### src/rtl/pslip_pkg.sv
package pslip_pkg;
  localparam int unsigned PS_ADDR_W   = 8;
  localparam int unsigned PS_DATA_W   = 8;
  localparam int unsigned PS_CNT_W    = 1;
  localparam logic [7:0]  PS_CTRL_ADR = 8'h71;

  typedef struct packed {
    logic set_one;   // write lands on the control bit with value 1
    logic set_zero;  // write lands on the control bit with value 0
  } ctrl_wr_t;
endpackage

### src/rtl/pslip_ctrl_reg.sv
module pslip_ctrl_reg
  import pslip_pkg::*;
#(
  parameter int unsigned ADDR_W = PS_ADDR_W,
  parameter logic [ADDR_W-1:0] CTRL_ADR = ADDR_W'(PS_CTRL_ADR)
) (
  input  logic              clk,
  input  logic              rst,
  input  logic              wr_en,
  input  logic [ADDR_W-1:0] wr_addr,
  input  logic              wr_bit,
  output logic              slip_go
);
  ctrl_wr_t wr_dec;
  logic     ctrl_q;
  logic     go_q;

  always_comb begin
    wr_dec.set_one  = wr_en && (wr_addr == CTRL_ADR) && wr_bit;
    wr_dec.set_zero = wr_en && (wr_addr == CTRL_ADR) && !wr_bit;
  end

  always_ff @(posedge clk) begin
    if (rst) begin
      ctrl_q <= 1'b0;
      go_q   <= 1'b0;
    end else begin
      // rising transition of the stored bit arms exactly one slip
      go_q <= wr_dec.set_one && !ctrl_q;
      if (wr_dec.set_one)
        ctrl_q <= 1'b1;
      else if (wr_dec.set_zero)
        ctrl_q <= 1'b0;
    end
  end

  assign slip_go = go_q;
endmodule

### src/rtl/pslip_div2.sv
module pslip_div2 (
  input  logic clk,
  input  logic rst,
  input  logic hold,
  output logic div_clk,
  output logic div_rise
);
  logic tog_q;

  always_ff @(posedge clk) begin
    if (rst)
      tog_q <= 1'b0;
    else if (!hold)
      tog_q <= ~tog_q;
  end

  assign div_clk  = tog_q;
  assign div_rise = !tog_q && !hold;
endmodule

### src/rtl/pslip_counter.sv
module pslip_counter #(
  parameter int unsigned CNT_W = 1
) (
  input  logic             clk,
  input  logic             rst,
  input  logic             bump,
  output logic [CNT_W-1:0] count
);
  logic [CNT_W-1:0] cnt_q;

  always_ff @(posedge clk) begin
    if (rst)
      cnt_q <= '0;
    else if (bump)
      cnt_q <= cnt_q + CNT_W'(1);
  end

  assign count = cnt_q;
endmodule

### src/rtl/phase_slip_clkdiv.sv
module phase_slip_clkdiv
  import pslip_pkg::*;
#(
  parameter int unsigned ADDR_W   = PS_ADDR_W,
  parameter int unsigned DATA_W   = PS_DATA_W,
  parameter int unsigned CNT_W    = PS_CNT_W,
  parameter logic [ADDR_W-1:0] CTRL_ADR = ADDR_W'(PS_CTRL_ADR)
) (
  input  logic              clk,
  input  logic              rst,
  input  logic              wr_en_i,
  input  logic [ADDR_W-1:0] wr_addr_i,
  input  logic [DATA_W-1:0] wr_data_i,
  output logic              div_clk_o,
  output logic              div_rise_o,
  output logic [CNT_W-1:0]  slip_cnt_o
);
  logic slip_go;
  logic unused_hi_bits;

  generate
    if (DATA_W > 1) begin : g_hi
      assign unused_hi_bits = ^wr_data_i[DATA_W-1:1];
    end else begin : g_nohi
      assign unused_hi_bits = 1'b0;
    end
  endgenerate

  pslip_ctrl_reg #(
    .ADDR_W   (ADDR_W),
    .CTRL_ADR (CTRL_ADR)
  ) u_reg (
    .clk     (clk),
    .rst     (rst),
    .wr_en   (wr_en_i),
    .wr_addr (wr_addr_i),
    .wr_bit  (wr_data_i[0]),
    .slip_go (slip_go)
  );

  pslip_div2 u_div (
    .clk      (clk),
    .rst      (rst),
    .hold     (slip_go),
    .div_clk  (div_clk_o),
    .div_rise (div_rise_o)
  );

  pslip_counter #(.CNT_W(CNT_W)) u_cnt (
    .clk   (clk),
    .rst   (rst),
    .bump  (slip_go),
    .count (slip_cnt_o)
  );
endmodule

### config.mk
export PLATFORM = sky130hd
export DESIGN_NAME = phase_slip_clkdiv
export DESIGN_NICKNAME = d
export VERILOG_FILES = /design/src/rtl/pslip_pkg.sv /design/src/rtl/pslip_ctrl_reg.sv /design/src/rtl/pslip_div2.sv /design/src/rtl/pslip_counter.sv /design/src/rtl/phase_slip_clkdiv.sv
export SDC_FILE = /design/constraint.sdc
export NUM_CORES = 1
export LEC_CHECK = 0
export BUFFER_PORTS_ARGS = -buffer_cell sky130_fd_sc_hd__buf_2
export CORE_AREA = 4 4 41 43
export DETAILED_ROUTE_END_ITERATION = 16
export DIE_AREA = 0 0 45 47
export GPL_ROUTABILITY_DRIVEN = 0
export HOLD_SLACK_MARGIN = 0.08
export SETUP_SLACK_MARGIN = 0.4
export SYNTH_ARGS = -nofsm -noshare
export SYNTH_HDL_FRONTEND = slang
export SYNTH_SLANG_ARGS = --single-unit
### constraint.sdc
create_clock -name clk -period 2.1 [get_ports clk]
set_input_delay 0.42 -clock clk [delete_from_list [all_inputs] [get_ports clk]]
set_output_delay 0.42 -clock clk [all_outputs]
set_load 0.02 [all_outputs]
======== Word level (Yosys, flattened, before mapping) ========
Index checks and enable logic that the tools add are counted.
storage, ports and cells
  output and inout bits ................... 3
  input port bits ......................... 19
  word-level logic and storage cells ...... 19
  bits in registers ....................... 4
operators by class
  equality and inequality tests ........... 1
  $add $sub $neg .......................... 1
  reduce and logical (&&, ||, !) cells .... 10
  multiplexer cells ....................... 2
  bitwise operators ....................... 1
operators by type and width
  operator                                                                count
  8-bit by 7-bit equality test with 1-bit output (second input constant)  1
  1-bit logical AND                                                       5
  1-bit logical NOT                                                       4
  1-bit 2-to-1 mux                                                        2
  2-bit nonzero test                                                      1
  1-bit adder (second input constant)                                     1
  1-bit NOT                                                               1

======== Longest topological paths before layout ========
Gate-level depths: netlist (run 1).
  depth in word-level cells ............... 5
  depth in mapped cells ................... 3
  depth with buffers taken out ............ 3

======== Hierarchy ========
A second synthesis (run 1) with hierarchy kept.
unflattened totals
  cells, all modules ...................... 18
  area, all modules ....................... 190.2 sq um
modules (own cells, without submodules)
  module          sequential area each (sq um)  instances  area an instance (sq um)  cells each
  pslip_ctrl_reg  40.0                          1          121.4                     11
  pslip_div2      20.0                          1          36.3                      4
  pslip_counter   20.0                          1          32.5                      3

======== Worst setup path before layout (run 1) ========
Ideal clock, no wire load.
  path kind ............................... input to register
  start ................................... input port wr_addr_i[1]
  end ..................................... register u_reg.ctrl_q
  path slack .............................. 0.996 ns
  arrival ................................. 1.032 ns
  buffers on the path ..................... 0
  setup time .............................. 0.072 ns
  data required time ...................... 2.028 ns
  cell stages on the path ................. 3
  path through ............................ nand4b_1 > nor4_2 > mux2i_1
between the ends
  word-level cells in the longest chain between the ends .. 4
  elaborated cells between the ends (all ways) .. 6
  those cells by class .................... 1 x eq/ne; 1 x mux; 4 x reduce/logical
ends and longest elaborated chain
  element                                                        line                                        text
  start: declaration                                             phase_slip_clkdiv.sv:12                     input logic [ADDR_W-1:0] wr_addr_i,
  8-bit by 7-bit equality test with 1-bit output (*)             pslip_ctrl_reg.sv:19, pslip_ctrl_reg.sv:20
  1-bit logical AND (*)                                          pslip_ctrl_reg.sv:19, pslip_ctrl_reg.sv:20
  1-bit logical AND (on tied branches)                           pslip_ctrl_reg.sv:19, pslip_ctrl_reg.sv:20
  1-bit 2-to-1 mux / 2-bit nonzero test (equally long branches)  n/a
  end signal: assignment                                         pslip_ctrl_reg.sv:25                        ctrl_q <= 1'b0;
  end signal: assignment                                         pslip_ctrl_reg.sv:31                        ctrl_q <= 1'b1;
  end signal: assignment                                         pslip_ctrl_reg.sv:33                        ctrl_q <= 1'b0;
  end: declaration                                               pslip_ctrl_reg.sv:15                        logic ctrl_q;
Every way passes the cells marked *; elsewhere a longest branch is shown, timed or not.
A chain may end at the register's enable or synchronous reset.

======== Final worst setup path (run 1) ========
  start ................................... register u_reg.go_q, in the netlist u_reg.slip_go
  end ..................................... output port div_rise_o
between the ends
  word-level cells in the longest chain between the ends .. 2
ends and longest elaborated chain
  element                   line                     text
  start: declaration        pslip_ctrl_reg.sv:16     logic go_q;
  start signal: assignment  pslip_ctrl_reg.sv:29     go_q <= wr_dec.set_one && !ctrl_q;
  1-bit logical NOT         pslip_div2.sv:18         assign div_rise = !tog_q && !hold;
  1-bit logical AND         pslip_div2.sv:18
  end: declaration          phase_slip_clkdiv.sv:15  output logic div_rise_o,
Every way passes these cells.

==> metrics.cfg, run 1 <==
[routing]
drc_errors = 0
first_iter_violations = 1
wl_per_cell_um = 8.44
met1Wirelength_um = 145
wl_um = 405
vias = 174
routed-wl-met3_um = 101
met2_length_um = 157
firstDrtPassIters = 2
dr.max_layer_used = met3
drt-vias-per-instance = 3.63
detail-route-antenna-nets = 0

[timing]
worst_pin_slew_ns = 0.271
fin_crit_sh_pct = 59.5
rsz0062_at_grt = false
hold_viol_final = 0
skew_ns = 0.000137
min_period_ns = 1.25
final-setup-viol-count = 0
maxSlewHeadroom_pct = 81.8
drv_slew = 0
fmax_ghz = 0.801
final.setup.tns_ns = 0

[floorplanning]
die-area_mm2 = 0.00212
die_h_um = 47
coreArea_mm2 = 0.00130
initial_core_util_pct = 13.3
std_cell_rows = 13
ios = 22
dieWidth_um = 45

[yosys]
syn_nets = 35
synth_xor_area_share_pct = 10.1
ys_types = 10
ys_ff_latch = 4
syn-instance-count = 16
synth.area.top_cells = dfxtp_1 46%, nand2b_1 7.2%, nor3b_2 7.2%, nor4_2 7.2%, nor2_1 6.5%
synth.avg_cell_area_um2 = 10.8
synth_top_cell_by_area = dfxtp_1
synth_adder_area_share_pct = 0
synth_top_cell_area_share_pct = 46.4
synth-simple-area-share_pct = 37.7
yosys-mux-area-fraction_pct = 5.80
synth_top_family_by_area = simple AND/OR/NAND/NOR gates
ys_warn_count = 0
synthesis.area_um2 = 173
synth-compound-area-share_pct = 0
yosysSeqAreaShare_pct = 46.4

[worst_setup_path]
critical_path.max_fanout = 3
required_ns = 1.68
arrival_ns = 0.83
reg2reg_from = u_reg.slip_go
end_kind = output port
startpoint_type = register
worstRegToRegCells = 2
ff2ff_setup_slack_ns = 1.41
rr_endpoint = u_div.div_clk
cp-endpoint = div_rise_o
criticalPathCategory = reg -> out
crit_start = u_reg.slip_go

[power_and_ir_drop]
vdd_ir_drop_max_v = 0.000306
powerDensity_mw_per_mm2 = 681
seqPwrFrac_pct = 40.9
internal_power_mw = 0.153
p_leak_nw = 0.127
clkPwrFrac_pct = 47.9
p_comb_share_pct = 11.2
switching_share_pct = 20.7
power_switching_mw = 0.0400

[final_layout]
syn2layout_area_growth_pct = 64.5
fin_util_pct = 21.8
nets = 54
mostFrequentLayoutCells = 14 x buf_2, 4 x dfxtp_1, 3 x nor2_1, 3 x clkbuf_4, 2 x nand2b_1
antenna_cells = 0
n_fill_cell = 152
layout-drive-gt1-share_pct = 57.6
layout_commonest_cell = buf_2

[clocking]
clock_latency_ns = 0.23
cts-resized-gates = 0
cts_sinks = 4
cts_root_buf = clkbuf_4
hold_buffers = 0
cts_buffers = 3
clock_path_buffers = 2
cts_setup_buffers = 0
clk_pin_slew_ns = 0.04
tritoncts = yes
htree_levels = 1

[global_routing]
antenna_found_initial = 0
grt_first_pass_wirelength_um = 572
grt_pass1_vias = 158
grt_max_degree = 5
overflow = 0
grt_util_all_layers_pct = 4.35

[hold_path]
hp-class = in -> reg

[outcome]
status = finished, final reports clean

[placement]
port_buffers = 14

[job]
maxCapViolations = 0

## worst min path at each step
stage | startpoint | cells past startpoint | slack (ns) | endpoint
floorplan | u_reg.ctrl_q | 1 | 0.41 | u_reg.slip_go
global placement | u_reg.ctrl_q | 1 | 0.42 | u_reg.slip_go
detailed placement | u_reg.ctrl_q | 1 | 0.44 | u_reg.slip_go
CTS | rst | 2 | 0.38 | u_div.div_clk
global route | rst | 2 | 0.40 | u_div.div_clk
finish | rst | 2 | 0.39 | u_cnt.count
## registers in the layout, summed over array words and instances (netlist names)
signal,flops
u_reg.ctrl_q,1
u_div.div_clk,1
u_cnt.count,1
u_reg.slip_go,1
## metal layers
layer	track usage (%)	up-vias
li1	-	90
met1	3.42	70
met2	5.93	14
met3	6.13	0
met4	1.75	0
met5	0	-
## metrics by stage
| stage | total power [mW] | hold slack [ns] | worst slack, ns | cells | area, um2 |
|---|---|---|---|---|---|
| CTS | 0.202 | 0.382 | 0.832 | 48 | 284 |
| finish | 0.193 | 0.389 | 0.851 | 48 | 284 |
| global route | 0.208 | 0.399 | 0.779 | 48 | 284 |
| detailed placement | 0.102 | 0.437 | 0.829 | 45 | 262 |
| floorplan | 0.0884 | 0.414 | 0.996 | 16 | 173 |
| global placement | 0.102 | 0.423 | 0.844 | 45 | 262 |
## synthesized netlist by cell type
| master | n |
|---|---|
| nor3b_2 | 1 |
| nor2_1 | 3 |
| xnor2_1 | 1 |
| nand2b_1 | 2 |
| mux2i_1 | 1 |
| nand3b_1 | 1 |
| dfxtp_1 | 4 |
| nor4_2 | 1 |
| xor2_1 | 1 |
| nand4b_1 | 1 |
## worst max-delay path, stage by stage, from the launching register on
cell	delay [ns]
dfxtp_1	0.33
nor2_1	0.10
buf_2	0.16
## final cells by class
type / count / area [um2] / area share (%)
clock buffer: 3 / 22.5 / 7.93
sequential: 4 / 80.1 / 28.2
multi-input combinational: 12 / 92.6 / 32.6
timing repair buffer: 14 / 70.1 / 24.7
tap: 15 / 18.8 / 6.61
## cell families after synthesis
logic type    count (synthesis)
xor+xnor                      2
mux                           1
simple gates                  9
flops                         4
## power by group through the flow
stage	logic, mW	clock network (mW)	registers (mW)
floorplan	0.00653	0	0.0819
global placement	0.0216	0	0.0801
detailed placement	0.0219	0	0.0802
CTS	0.0221	0.101	0.0790
global route	0.0240	0.105	0.0790
finish	0.0217	0.0927	0.0790
(Power assumes the default switching activity.)
==> inputs of run 2 (changes only) <==
Clock period 2.1 ns to 1.3 ns, I/O delays scaled along.
==> run 2 against run 1 <==
  * Clock-buffer cell count did not move
  * Clock power rose by 63%
  * First-iteration DRC count fell by 100%
  * Die area did not move
  * Worst hold slack got worse by 0.17 ns
  * Cell count rose by 2.1%
  * Cell area rose by 11%
==> metrics.cfg, run 2 (synthesis results as in run 1) <==
[timing]
maxSlewHeadroom_pct = 82.1  ; +0.34 points
fmax_ghz = 0.966
final-setup-viol-count = 0  ; unchanged
hold_viol_final = 0  ; unchanged
min_period_ns = 1.04
fin_crit_sh_pct = 79.6
worst_pin_slew_ns = 0.266  ; -0.00505 ns
rsz0062_at_grt = true
final.setup.tns_ns = 0  ; unchanged
skew_ns = 0.000849  ; +0.000712 ns
drv_slew = 0  ; unchanged

[clocking]
clock_latency_ns = 0.23  ; about the same
hold_buffers = 0  ; unchanged
htree_levels = 1  ; unchanged
clk_pin_slew_ns = 0.04  ; about the same
cts_root_buf = clkbuf_4
clock_path_buffers = 2  ; unchanged
cts_buffers = 3  ; unchanged
cts_sinks = 4  ; unchanged
tritoncts = yes

[global_routing]
gr-usage-met2_pct = 6.21  ; +0.28 points
grtUsageMet1_pct = 4.79  ; +1.4 points
met3_usage_pct = 4.60  ; -1.5 points
grt_util_all_layers_pct = 4.59  ; +0.24 points
grt_pass1_vias = 152  ; -3.8%
grt_max_degree = 5  ; unchanged
overflow = 0  ; unchanged
antenna_found_initial = 0  ; unchanged
grt_busiest_layer = met2
grt_first_pass_wirelength_um = 634  ; +11%

[floorplanning]
coreArea_mm2 = 0.00130  ; unchanged
initial_core_util_pct = 13.3  ; unchanged
die-area_mm2 = 0.00212  ; unchanged
ios = 22  ; unchanged
dieWidth_um = 45  ; unchanged
die_h_um = 47  ; unchanged
std_cell_rows = 13  ; unchanged

[placement]
hpwlAfterDp_um = 347
port_buffers = 14  ; unchanged

[final_layout]
antenna_cells = 0  ; unchanged
mostFrequentLayoutCells = 11 x buf_2, 3 x clkbuf_4, 3 x buf_6, 3 x dfxtp_2
layout-drive-gt1-share_pct = 70.6  ; +13 points
syn2layout_area_growth_pct = 83.3
nets = 55  ; +1.9%
layout_commonest_cell = buf_2
n_fill_cell = 148  ; -2.6%
fin_util_pct = 24.3  ; +2.5 points

[power_and_ir_drop]
vdd_ir_drop_max_v = 0.000402  ; +32%
powerDensity_mw_per_mm2 = 1020  ; +50%
p_leak_nw = 0.139  ; +9.0%

[routing]
firstDrtPassIters = 1  ; -1
wl_um = 422  ; +4.2%
drc_errors = 0  ; unchanged
detail-route-antenna-nets = 0  ; unchanged
wl_per_cell_um = 8.61  ; +2.1%
first_iter_violations = 0  ; -1
vias = 174  ; unchanged
drt-vias-per-instance = 3.55  ; -2.0%

[outcome]
status = finished, final reports clean

[worst_setup_path]
end_kind = output port
crit_path_top_delay_cell = dfxtp_2
critical_path.max_fanout = 3  ; unchanged
max_stage_delay_ns = 0.32  ; about the same
arrival_ns = 0.78  ; -0.05 ns
path_cells = nor2_2 -> buf_6
required_ns = 1.04  ; -0.64 ns
startpoint_type = register
path_buf_inv = 1  ; unchanged
critical-path-top-delay-family = flip-flops
criticalPathCategory = reg -> out

[job]
maxCapViolations = 0  ; unchanged

[hold_path]
hp-class = in -> reg

-- run 2: changes by cell type in the layout (fill, tap and decap cells not counted) --
cell,before,now
buf_6,0,3
buf_4,0,1
buf_2,14,11
nor2_2,0,1
nor2_1,3,2
dfxtp_2,0,3
dfxtp_1,4,1
-- run 2: layout make-up --
class | instances | area (um2) | area share (%)
well taps | 15 | 18.8 | 5.93
repair buffers | 15 | 96.3 | 30.4
clock buffers | 3 | 22.5 | 7.11
multi-input cells | 12 | 95.1 | 30.0
flip-flops and latches | 4 | 83.8 | 26.5
-- run 2: final timing paths --
check	start	endpoint	slack (ns)	depth (start not counted)
hold reg to reg	u_reg.ctrl_q	u_reg.slip_go	0.42	1
hold / removal	rst	u_cnt.count	0.22	2
setup reg to reg	u_div.div_clk	u_div.div_clk	0.57	3
setup / recovery	u_div.div_clk	div_rise_o	0.26	2
-- run 2: timing repair --
item / 4_1_cts / 5_1_grt
setup buffers: 1 / 0
pin swaps: 1 / 0
endpoints found under the setup margin: 3 / 5
gates resized for setup: 7 / 1
-- run 2: per-layer routing --
layer / vias to the layer above / wire (um) / share of wire (%)
li1: 92 / - / -
met1: 70 / 175 / 41
met2: 12 / 163 / 39
met3: 0 / 83 / 20
met4: 0 / 0 / 0
met5: - / 0 / 0
-- run 2: per-stage QoR --
step / total power [mW] / instance area (um2) / hold WS (ns) / std cells / setup WS, ns
2_1_floorplan: 0.143 / 175 / 0.332 / 16 / 0.356
3_3_place_gp: 0.165 / 264 / 0.425 / 45 / 0.192
3_5_place_dp: 0.165 / 264 / 0.428 / 45 / 0.171
4_1_cts: 0.333 / 310 / 0.217 / 49 / 0.251
5_1_grt: 0.348 / 317 / 0.236 / 49 / 0.226
6_report: 0.322 / 317 / 0.221 / 49 / 0.265
-- run 2: power by group --
part / switching, mW / internal [mW]
Combinational: 0.0172 / 0.0265
Clock: 0.0475 / 0.103
Sequential: 0.00194 / 0.126
Total: 0.0667 / 0.256
==> inputs of run 3 (changes only) <==
Clock period 1.3 ns to 1 ns, I/O delays scaled along.
==> run 3 against run 2 <==
  * Sequential cell count stayed put
  * Total power up 39%
  * Die area stayed put
  * Clock-buffer cell count is 1 higher
  * Cell count rose by 2.0%
  * Worst setup slack got worse by 0.26 ns
  * Non-clock buffer count did not move
  * Clock skew rose by 0.0045 ns
  * Clock power increased by 48%
  * Largest cell class is now multi-input combinational cells
  * Sequential share of layout area decreased by 0.78 points
  * Sequential power is 27% higher
==> metrics.cfg, run 3 (synthesis results as in run 1) <==
[outcome]
status = finished, final reports clean

[final_layout]
syn2layout_area_growth_pct = 106
layout-drive-gt1-share_pct = 71.4  ; +0.84 points
n_fill_cell = 153  ; +3.4%
antenna_cells = 0  ; unchanged
nets = 55  ; unchanged
layout_commonest_cell = buf_2
fin_util_pct = 27.3  ; +3.0 points
mostFrequentLayoutCells = 10 x buf_2, 4 x buf_6, 3 x clkbuf_4, 3 x dfxtp_4

[timing]
drv_slew = 0  ; unchanged
final.setup.tns_ns = 0  ; unchanged
min_period_ns = 0.999
maxSlewHeadroom_pct = 84.3  ; +2.1 points
hold_ws_ns = 0.152  ; -0.0687 ns
rsz0062_at_grt = true
worst_pin_slew_ns = 0.234  ; -0.0313 ns
skew_ns = 0.00538  ; +0.00453 ns
final-setup-viol-count = 0  ; unchanged
fin_crit_sh_pct = 99.9
hold_viol_final = 0  ; unchanged
fmax_ghz = 1.00

[power_and_ir_drop]
vdd_ir_drop_max_v = 0.000361  ; -10%
p_leak_nw = 0.149  ; +6.9%
powerDensity_mw_per_mm2 = 1260  ; +24%

[global_routing]
grt_max_degree = 5  ; unchanged
antenna_found_initial = 0  ; unchanged
grt_util_all_layers_pct = 6.32  ; +1.7 points
overflow = 0  ; unchanged
grt_first_pass_wirelength_um = 834  ; +32%
grt_pass1_vias = 209  ; +38%

[placement]
port_buffers = 14  ; unchanged

[routing]
firstDrtPassIters = 1  ; unchanged
first_iter_violations = 0  ; unchanged
wl_um = 470  ; +11%
vias = 185  ; +6.3%
detail-route-antenna-nets = 0  ; unchanged
drc_errors = 0  ; unchanged
wl_per_cell_um = 9.40  ; +9.1%
drt-vias-per-instance = 3.70  ; +4.2%

[hold_path]
hp-class = in -> reg
min_delay_path_depth = 2  ; unchanged

[job]
maxCapViolations = 0  ; unchanged

[worst_setup_path]
worstRegToRegCells = 3  ; unchanged
startpoint_type = register
end_kind = output port
criticalPathCategory = reg -> out
arrival_ns = 0.80  ; +0.02 ns
critical_path.max_fanout = 3  ; unchanged
required_ns = 0.80  ; -0.24 ns

[floorplanning]
std_cell_rows = 13  ; unchanged
dieWidth_um = 45  ; unchanged
die_h_um = 47  ; unchanged
coreArea_mm2 = 0.00130  ; unchanged
ios = 22  ; unchanged
die-area_mm2 = 0.00212  ; unchanged
initial_core_util_pct = 13.3  ; unchanged

[clocking]
clock_latency_ns = 0.24  ; about the same
clk_pin_slew_ns = 0.04  ; about the same
htree_levels = 1  ; unchanged
cts_root_buf = clkbuf_4
clock_path_buffers = 2  ; unchanged
tritoncts = yes
cts_buffers = 3  ; unchanged
cts_sinks = 4  ; unchanged

run 3: changes by cell type in the layout (fill, tap and decap cells not counted), sizes merged:
cell and change:
clkbuf +1
run 3: layout make-up:
class | count | area [um2] | share of cell area, %
sequential | 4 | 91.3 | 25.7
multi-input combinational | 12 | 116 | 32.7
timing repair buffer | 15 | 103 | 28.9
tap | 15 | 18.8 | 5.28
clock buffer | 4 | 26.3 | 7.39
run 3: critical path: stages (launching register included):
cell     delay, ns
dfxtp_4       0.35
nor2_4        0.10
buf_6         0.11
run 3: per-stage QoR:
step	total power, mW	worst slack [ns]	area (um2)	instances
3_3_place_gp	0.212	-0.0386	272	45
3_5_place_dp	0.213	-0.0474	272	45
4_1_cts	0.460	-0.00770	328	50
6_report	0.449	0.000698	355	50
2_1_floorplan	0.183	0.116	183	16
5_1_grt	0.478	-0.0380	355	50
run 3: worst paths after layout:
check           startpoint       endpoint  slack (ns)
max          u_div.div_clk     div_rise_o      0.0007
min                    rst    u_cnt.count        0.15
max reg2reg  u_div.div_clk  u_div.div_clk        0.22
min reg2reg   u_reg.ctrl_q  u_reg.slip_go        0.43
run 3: routing by layer:
metal  track usage (%)  vias to the layer above  part of all wire, %
li1                  -                       93                    -
met1              6.15                       81                   43
met2              8.19                       11                   42
met3              5.75                        0                   14
met4              5.26                        0                    0
met5                 0                        -                    0
run 3: what timing repair did:
item,4_1_cts,5_1_grt
gates resized for setup,7,5
hold buffers,0,0
setup buffers,1,0
endpoints found under the setup margin,7,7
pin swaps,0,2
run 3: power by group:
| group | switching, mW | leakage [nW] | internal (mW) |
|---|---|---|---|
| clock network | 0.0726 | 0.0150 | 0.150 |
| logic | 0.0258 | 0.0989 | 0.0395 |
| registers | 0.00411 | 0.0347 | 0.157 |
